[src/rtl/fseq_pkg.sv]
package fseq_pkg;
  typedef enum logic [2:0] {
    ST_FREQ, ST_FWAIT, ST_EXEC, ST_EWAIT, ST_SAVE, ST_VREQ, ST_VWAIT, ST_HALT
  } seq_state_e;

  localparam int OPW = 4;
  localparam logic [OPW-1:0] OP_HALT   = 4'hF;
  localparam logic [OPW-1:0] OP_TRAP   = 4'hE;
  localparam logic [OPW-1:0] OP_UNMASK = 4'hD;
  localparam logic [OPW-1:0] OP_USER   = 4'hC;

  localparam int SAVE_ADDR = 0;
  localparam int VEC_ADDR  = 1;
endpackage

[src/rtl/fseq_decode.sv]
module fseq_decode
  import fseq_pkg::*;
#(
  parameter int DW = 16
) (
  input  logic [DW-1:0] word_i,
  output logic          is_halt_o,
  output logic          is_trap_o,
  output logic          is_unmask_o,
  output logic          is_user_o
);
  localparam int OP_LSB = DW - OPW;

  logic [OPW-1:0] op;
  assign op = word_i[DW-1:OP_LSB];

  assign is_halt_o   = (op == OP_HALT);
  assign is_trap_o   = (op == OP_TRAP);
  assign is_unmask_o = (op == OP_UNMASK);
  assign is_user_o   = (op == OP_USER);
endmodule

[src/rtl/fseq_pc.sv]
module fseq_pc #(
  parameter int AW       = 6,
  parameter int RESET_PC = 2
) (
  input  logic          clk_i,
  input  logic          rst_ni,
  input  logic          inc_i,
  input  logic          load_i,
  input  logic [AW-1:0] load_val_i,
  output logic [AW-1:0] pc_o
);
  localparam logic [AW-1:0] PC_INIT = AW'(RESET_PC);
  localparam logic [AW-1:0] PC_STEP = AW'(1);

  logic [AW-1:0] pc_q;

  // wraps modulo 2**AW by width
  always_ff @(posedge clk_i or negedge rst_ni) begin
    if (!rst_ni)     pc_q <= PC_INIT;
    else if (load_i) pc_q <= load_val_i;
    else if (inc_i)  pc_q <= pc_q + PC_STEP;
  end

  assign pc_o = pc_q;
endmodule

[src/rtl/fseq_ctrl.sv]
module fseq_ctrl
  import fseq_pkg::*;
#(
  parameter int AW = 6,
  parameter int DW = 16
) (
  input  logic          clk_i,
  input  logic          rst_ni,
  input  logic          irq_i,
  input  logic          exec_done_i,
  input  logic [DW-1:0] mem_rdata_i,
  input  logic [AW-1:0] pc_i,
  output logic          pc_inc_o,
  output logic          pc_load_o,
  output logic [AW-1:0] pc_load_val_o,
  output logic [AW-1:0] mem_addr_o,
  output logic          mem_rd_o,
  output logic          mem_wr_o,
  output logic [DW-1:0] mem_wdata_o,
  output logic          exec_o,
  output logic [DW-1:0] ir_o,
  output logic          halt_o,
  output logic          sup_mode_o,
  output logic          irq_masked_o
);
  localparam logic [AW-1:0] A_SAVE = AW'(SAVE_ADDR);
  localparam logic [AW-1:0] A_VEC  = AW'(VEC_ADDR);

  seq_state_e    state_q, state_d;
  logic [DW-1:0] ir_q;
  logic          sup_q, mask_q;
  logic          take_irq;
  logic          rd_halt, rd_trap_unused, rd_unmask_unused, rd_user_unused;
  logic          ir_halt_unused, ir_trap, ir_unmask, ir_user;

  // raw read data: halt is caught before the word reaches IR
  fseq_decode #(.DW(DW)) u_dec_rd (
    .word_i      (mem_rdata_i),
    .is_halt_o   (rd_halt),
    .is_trap_o   (rd_trap_unused),
    .is_unmask_o (rd_unmask_unused),
    .is_user_o   (rd_user_unused)
  );

  fseq_decode #(.DW(DW)) u_dec_ir (
    .word_i      (ir_q),
    .is_halt_o   (ir_halt_unused),
    .is_trap_o   (ir_trap),
    .is_unmask_o (ir_unmask),
    .is_user_o   (ir_user)
  );

  assign take_irq = irq_i && !mask_q;

  always_comb begin
    state_d = state_q;
    unique case (state_q)
      ST_FREQ:  state_d = ST_FWAIT;
      ST_FWAIT: begin
        if (take_irq)     state_d = ST_SAVE;
        else if (rd_halt) state_d = ST_HALT;
        else              state_d = ST_EXEC;
      end
      ST_EXEC:  state_d = ST_EWAIT;
      ST_EWAIT: if (exec_done_i) state_d = ST_FREQ;
      ST_SAVE:  state_d = ST_VREQ;
      ST_VREQ:  state_d = ST_VWAIT;
      ST_VWAIT: state_d = ST_FREQ;
      ST_HALT:  state_d = ST_HALT;
      default:  state_d = ST_HALT;
    endcase
  end

  always_ff @(posedge clk_i or negedge rst_ni) begin
    if (!rst_ni) begin
      state_q <= ST_FREQ;
      ir_q    <= '0;
      sup_q   <= 1'b1;
      mask_q  <= 1'b0;
    end else begin
      state_q <= state_d;
      if (state_q == ST_FWAIT && !take_irq) ir_q <= mem_rdata_i;
      if (state_q == ST_VWAIT) begin
        sup_q  <= 1'b1;
        mask_q <= 1'b1;
      end else if (state_q == ST_EXEC) begin
        if (ir_trap)        sup_q  <= 1'b1;
        else if (ir_user)   sup_q  <= 1'b0;
        if (ir_unmask)      mask_q <= 1'b0;
      end
    end
  end

  always_comb begin
    mem_addr_o = pc_i;
    if (state_q == ST_SAVE)      mem_addr_o = A_SAVE;
    else if (state_q == ST_VREQ) mem_addr_o = A_VEC;
  end

  assign mem_rd_o      = (state_q == ST_FREQ) || (state_q == ST_VREQ);
  assign mem_wr_o      = (state_q == ST_SAVE);
  assign mem_wdata_o   = DW'(pc_i);
  assign exec_o        = (state_q == ST_EXEC);
  assign pc_inc_o      = (state_q == ST_EWAIT) && exec_done_i;
  assign pc_load_o     = (state_q == ST_VWAIT);
  assign pc_load_val_o = mem_rdata_i[AW-1:0];
  assign ir_o          = ir_q;
  assign halt_o        = (state_q == ST_HALT);
  assign sup_mode_o    = sup_q;
  assign irq_masked_o  = mask_q;
endmodule

[src/rtl/fetch_seq.sv]
module fetch_seq #(
  parameter int AW       = 6,
  parameter int DW       = 16,
  parameter int RESET_PC = 2
) (
  input  logic          clk_i,
  input  logic          rst_ni,
  input  logic          irq_i,
  input  logic          exec_done_i,
  input  logic [DW-1:0] mem_rdata_i,
  output logic [AW-1:0] mem_addr_o,
  output logic          mem_rd_o,
  output logic          mem_wr_o,
  output logic [DW-1:0] mem_wdata_o,
  output logic          exec_o,
  output logic [DW-1:0] ir_o,
  output logic [AW-1:0] pc_o,
  output logic          halt_o,
  output logic          sup_mode_o,
  output logic          irq_masked_o
);
  logic          pc_inc, pc_load;
  logic [AW-1:0] pc_load_val;

  fseq_pc #(.AW(AW), .RESET_PC(RESET_PC)) u_pc (
    .clk_i      (clk_i),
    .rst_ni     (rst_ni),
    .inc_i      (pc_inc),
    .load_i     (pc_load),
    .load_val_i (pc_load_val),
    .pc_o       (pc_o)
  );

  fseq_ctrl #(.AW(AW), .DW(DW)) u_ctrl (
    .clk_i         (clk_i),
    .rst_ni        (rst_ni),
    .irq_i         (irq_i),
    .exec_done_i   (exec_done_i),
    .mem_rdata_i   (mem_rdata_i),
    .pc_i          (pc_o),
    .pc_inc_o      (pc_inc),
    .pc_load_o     (pc_load),
    .pc_load_val_o (pc_load_val),
    .mem_addr_o    (mem_addr_o),
    .mem_rd_o      (mem_rd_o),
    .mem_wr_o      (mem_wr_o),
    .mem_wdata_o   (mem_wdata_o),
    .exec_o        (exec_o),
    .ir_o          (ir_o),
    .halt_o        (halt_o),
    .sup_mode_o    (sup_mode_o),
    .irq_masked_o  (irq_masked_o)
  );
endmodule

[config.mk]
export PLATFORM = sky130hd
export DESIGN_NAME = fetch_seq
export DESIGN_NICKNAME = d
export VERILOG_FILES = /design/src/rtl/fseq_pkg.sv /design/src/rtl/fseq_decode.sv /design/src/rtl/fseq_pc.sv /design/src/rtl/fseq_ctrl.sv /design/src/rtl/fetch_seq.sv
export SDC_FILE = /design/constraint.sdc
export NUM_CORES = 1
export LEC_CHECK = 0
export BUFFER_PORTS_ARGS = -buffer_cell sky130_fd_sc_hd__buf_2
export CORE_MARGIN = 5
export CORE_UTILIZATION = 45
export DETAILED_ROUTE_END_ITERATION = 10
export PLACE_DENSITY = 0.77
export SKIP_LAST_GASP = 1
export SYNTH_ARGS = -nofsm -noshare
export SYNTH_HDL_FRONTEND = slang
export SYNTH_HIERARCHICAL = 1
export SYNTH_SLANG_ARGS = --single-unit
[constraint.sdc]
create_clock -name clk_i -period 2.4 [get_ports clk_i]
set_input_delay 0.36 -clock clk_i [delete_from_list [all_inputs] [get_ports clk_i]]
set_output_delay 0.36 -clock clk_i [all_outputs]
set_load 0.01 [all_outputs]
After elaboration in Yosys (flattened, before gate mapping):

Index checks and enable logic that the tools add are counted.
Widths: inputs -> output; s select.

* register bits: 27
* input bits: 20
* output and inout bits: 50
* logic and storage cells: 46

* add/sub/neg operators: 1
* eq/ne operators: 12
* mux-type cells: 15
* reductions and logical operators: 13

Operators by type and width (count)
* $mux 6: 4
* $pmux 3 s8: 1
* $eq 4x4->1 const B: 4
* $eq 3x3->1 const B: 4
* $mux 3: 3
* $mux 1: 7
* $add 6x1->6 const B: 1
* $eq 3x2->1 const B: 2
* $reduce_bool 2->1: 3
* $reduce_and 2->1: 2
* $eq 3x1->1 const B: 1
* $logic_and 1x1->1: 3
* $logic_not 3->1: 1
* $reduce_bool 3->1: 1
* $logic_not 1->1: 2
* $ne 2x2->1 const B: 1
* $logic_or 1x1->1: 1

Longest topological paths before layout:

* word-level depth: 5
* depth in mapped cells: 7
* gate-level depth less buffers: 6

Modules after synthesis:

The synthesis kept the hierarchy.

By module, submodules not included
* fseq_ctrl: times used 1, cells each 99, area each 1159.9 µm², sequential area each 526.8 µm²
* fseq_pc: times used 1, cells each 34, area each 327.8 µm², sequential area each 151.4 µm²
* fseq_decode: times used 2, cells each 4, area each 45.0 µm², sequential area each 0.0 µm²

Least setup slack after synthesis:

Ideal clock, no wire load.

* path kind: reg-to-reg
* start point: register u_ctrl.state_q[1]
* end point: register u_ctrl.ir_q[10], in the netlist u_ctrl/ir_o[10]
* setup time: 0.125 ns
* data arrival time: 1.480 ns
* data required time: 2.275 ns
* slack: 0.794 ns
* cell stages (with the launch flop): 7
* buffers on the path: 3
* period minus slack after synthesis: 1.606 ns
* cells stage by stage: dfrtp_1 > buf_6 > nand2b_4 > or3_1 > buf_6 > buf_12 > mux2_4

* cells in the longest elaborated chain, start to end: 2

RTL lines
* from (decl): line fseq_ctrl.sv:29 `seq_state_e state_q, state_d;`
* from (signal assigned): line fseq_ctrl.sv:81 `state_q <= state_d;`
* $eq 3x1->1: line fseq_ctrl.sv:82 `if (state_q == ST_FWAIT && !take_irq) ir_q <= mem_rdata_i;`
* $logic_and 1x1->1: line fseq_ctrl.sv:82
* to (signal assigned): line fseq_ctrl.sv:82
* to (decl): line fseq_ctrl.sv:30 `logic [DW-1:0] ir_q;`

Every way passes these cells.
A chain may end at the register's enable or synchronous reset.

Worst setup path after layout:

* start point: register u_ctrl.state_q[1]
* end point: output port mem_addr_o[0]

* cells in the longest elaborated chain, start to end: 3
* elaborated cells between the ends (all ways): 4
* classes of those cells: eq/ne: 2; mux: 2

RTL lines
* $eq 3x3->1: line fseq_ctrl.sv:97 `else if (state_q == ST_VREQ) mem_addr_o = A_VEC;`
* $mux 6: line fseq_ctrl.sv:97
* $mux 6 (*): line fseq_ctrl.sv:96 `if (state_q == ST_SAVE) mem_addr_o = A_SAVE;`
* to (decl): line fetch_seq.sv:11 `output logic [AW-1:0] mem_addr_o,`

Every way passes the cells marked *; elsewhere a longest branch is shown, timed or not.

==> metrics.yaml <==
routing:
  m1WireLength_microns: 1220
  route.final.wire_length_microns: 2790
  routed.top_layer: "met3"
  ant_nets: 0
  wl_met3_microns: 173
  wl_per_cell_microns: 12.2
  drt_first_iter_violations: 62
  num_vias: 1049
  drt-pass1-iter-count: 4
  dr_vias_cell: 4.58
  remaining_drc_errors: 0
  detailroute.wirelength.met2_microns: 1400
setup_path:
  cp_data_required_time_ns: 2.04
  arrival_ns: 1.52
  critical_path_class: "reg -> out"
  regToRegStartpoint: "u_ctrl/state_q[1]"
  worst_setup_path_endpoint: "mem_addr_o[0]"
  timing.rr.end: "u_ctrl/ir_o[5]"
  setup.worst_path.end_class: "primary output"
  setup.reg_to_reg.worst_slack_ns: 0.53
  worst-r2r-cell-count: 3
  worstPathMaxFanout: 9
  start_kind: "register"
  worstSetupStartpoint: "u_ctrl/state_q[1]"
die:
  start_util: 0.463
  die-area_sq_um: 4670
  io_pins: 70
  num_rows: 21
  die_w_microns: 68.4
  floorplan.core_area_sq_um: 3310
  floorplan.die.height_microns: 68.4
grt:
  grt_pass1_wl_microns: 4470
  gr-usage-all-layers: 0.126
  number_of_global_route_vias_before_repair: 1002
  grt_max_degree: 28
  globalRoute.totalOverflow: 0
  antenna_violations_before_repair: 0
timing:
  timing_hold_violations_final: 0
  grt_setup_unrepaired: "no"
  total_negative_setup_slack_ns: 0
  maxClockFrequency_mhz: 531
  timing.max_slew.rel_slack: 0.417
  min_period_over_period: 0.785
  finalWorstPathRequiredPeriod_ns: 1.88
  slew_viol_final: 0
  report.final.setup_viol: 0
  tightestPinTransition_ns: 0.875
  timing.clock.skew_ns: 0.00343
placement:
  replace_congestion: 0.781
  post-dp-hpwl_microns: 2210
  buffer_ports.inserted: 59
  dp.cells: 225
clock_tree:
  cts_resized: 0
  h-tree-depth: 1
  cts.reportedPaths.clkPinSlew_ns: 0.14
  cts-root-buf: "clkbuf_4"
  max-clock-path-buffers: 2
  cts-hold-fix-buffers: 0
  cts-buffers-inserted: 3
  cts_tree: "done"
  insertion_delay_ns: 0.31
  clock-sinks: 27
  post-cts-setup-buffer-count: 0
worst_hold_path:
  hold_path.class: "in -> async"
flow_run:
  maxCapViolCount: 0
logic_synthesis:
  synth.yosys.warnings: 6
  syn_inst: 137
  syn_area_per_cell_sq_um: 11.2
  netlist_area_pre_place_sq_um: 1530
finish:
  fin_util: 0.523
  antenna_cells: 0
  cell_count_final_fillers_out: 229
  final_layout_size_suffix_gt1_frac: 0.492
  flow.area_growth_from_synthesis_pct: 13.0
  fin_nets: 205
power:
  p_leak_uw: 0.000873
  total_power_uw: 2310
  powerDensity_nw_per_um2: 1340
  power.ir.vdd_worst_mv: 0.715
outcome:
  status: "complete, no violations"
[how the worst min path moves through the flow]
stage                 from         endpoint  slack, ns  cells after the start
finish              rst_ni  u_ctrl/ir_o[12]       0.02                      1
global route        rst_ni  u_ctrl/ir_o[12]       0.04                      1
CTS                 rst_ni  u_ctrl/ir_o[12]       0.03                      1
detailed placement  rst_ni  u_ctrl/ir_o[12]       0.40                      1
global placement    rst_ni  u_ctrl/ir_o[12]       0.39                      1
floorplan           rst_ni   u_ctrl/ir_o[0]       0.06                      0
[critical path, cell delays in order, from the launching register on]
cell,delay [ns]
dfrtp_1,0.50
nand2b_1,0.23
mux2_2,0.35
buf_2,0.14
[metrics by stage]
step           hold slack [ns]  cell area [sq um]  setup WS, ns
6_report                0.0188               1730         0.517
5_1_grt                 0.0414               1730         0.377
4_1_cts                 0.0315               1730         0.492
3_5_place_dp             0.402               1710         0.532
3_3_place_gp             0.392               1710         0.570
2_1_floorplan           0.0644               1570         0.794
[layout by cell type (no fill, tap or decap), types with 3 or more instances in the layout]
cell	instances
and2_1	6
buf_2	59
clkbuf_4	3
conb_1	10
dfrtp_1	25
mux2_2	9
mux2_4	8
nand2_1	11
nor2_1	4
nor2b_1	4
o21ai_0	5
o21ai_1	3
xor2_1	3
[report_power, final]
group	switching [uW]	internal, uW
registers	222	694
logic	563	647
clock network	123	64.9
[registers in the layout, summed over array words and instances (netlist names)]
| signal | cells |
|---|---|
| u_pc/pc_o | 6 |
| u_ctrl/sup_mode_o | 1 |
| u_ctrl/state_q | 3 |
| u_ctrl/ir_o | 16 |
| u_ctrl/irq_masked_o | 1 |
[layout make-up]
cell class	count	area, sq um
tap	46	57.6
inverter	2	7.51
clock buffer	4	26.3
fill	321	1580
sequential	27	678
multi-input combinational	89	652
timing repair buffer	61	310
[routing by layer]
layer | vias to the layer above | global-route usage
li1 | 521 | -
met1 | 491 | 0.166
met2 | 37 | 0.214
met3 | 0 | 0.0213
met4 | 0 | 0.0298
met5 | - | 0
No activity file was read; power rests on OpenSTA's default activity.
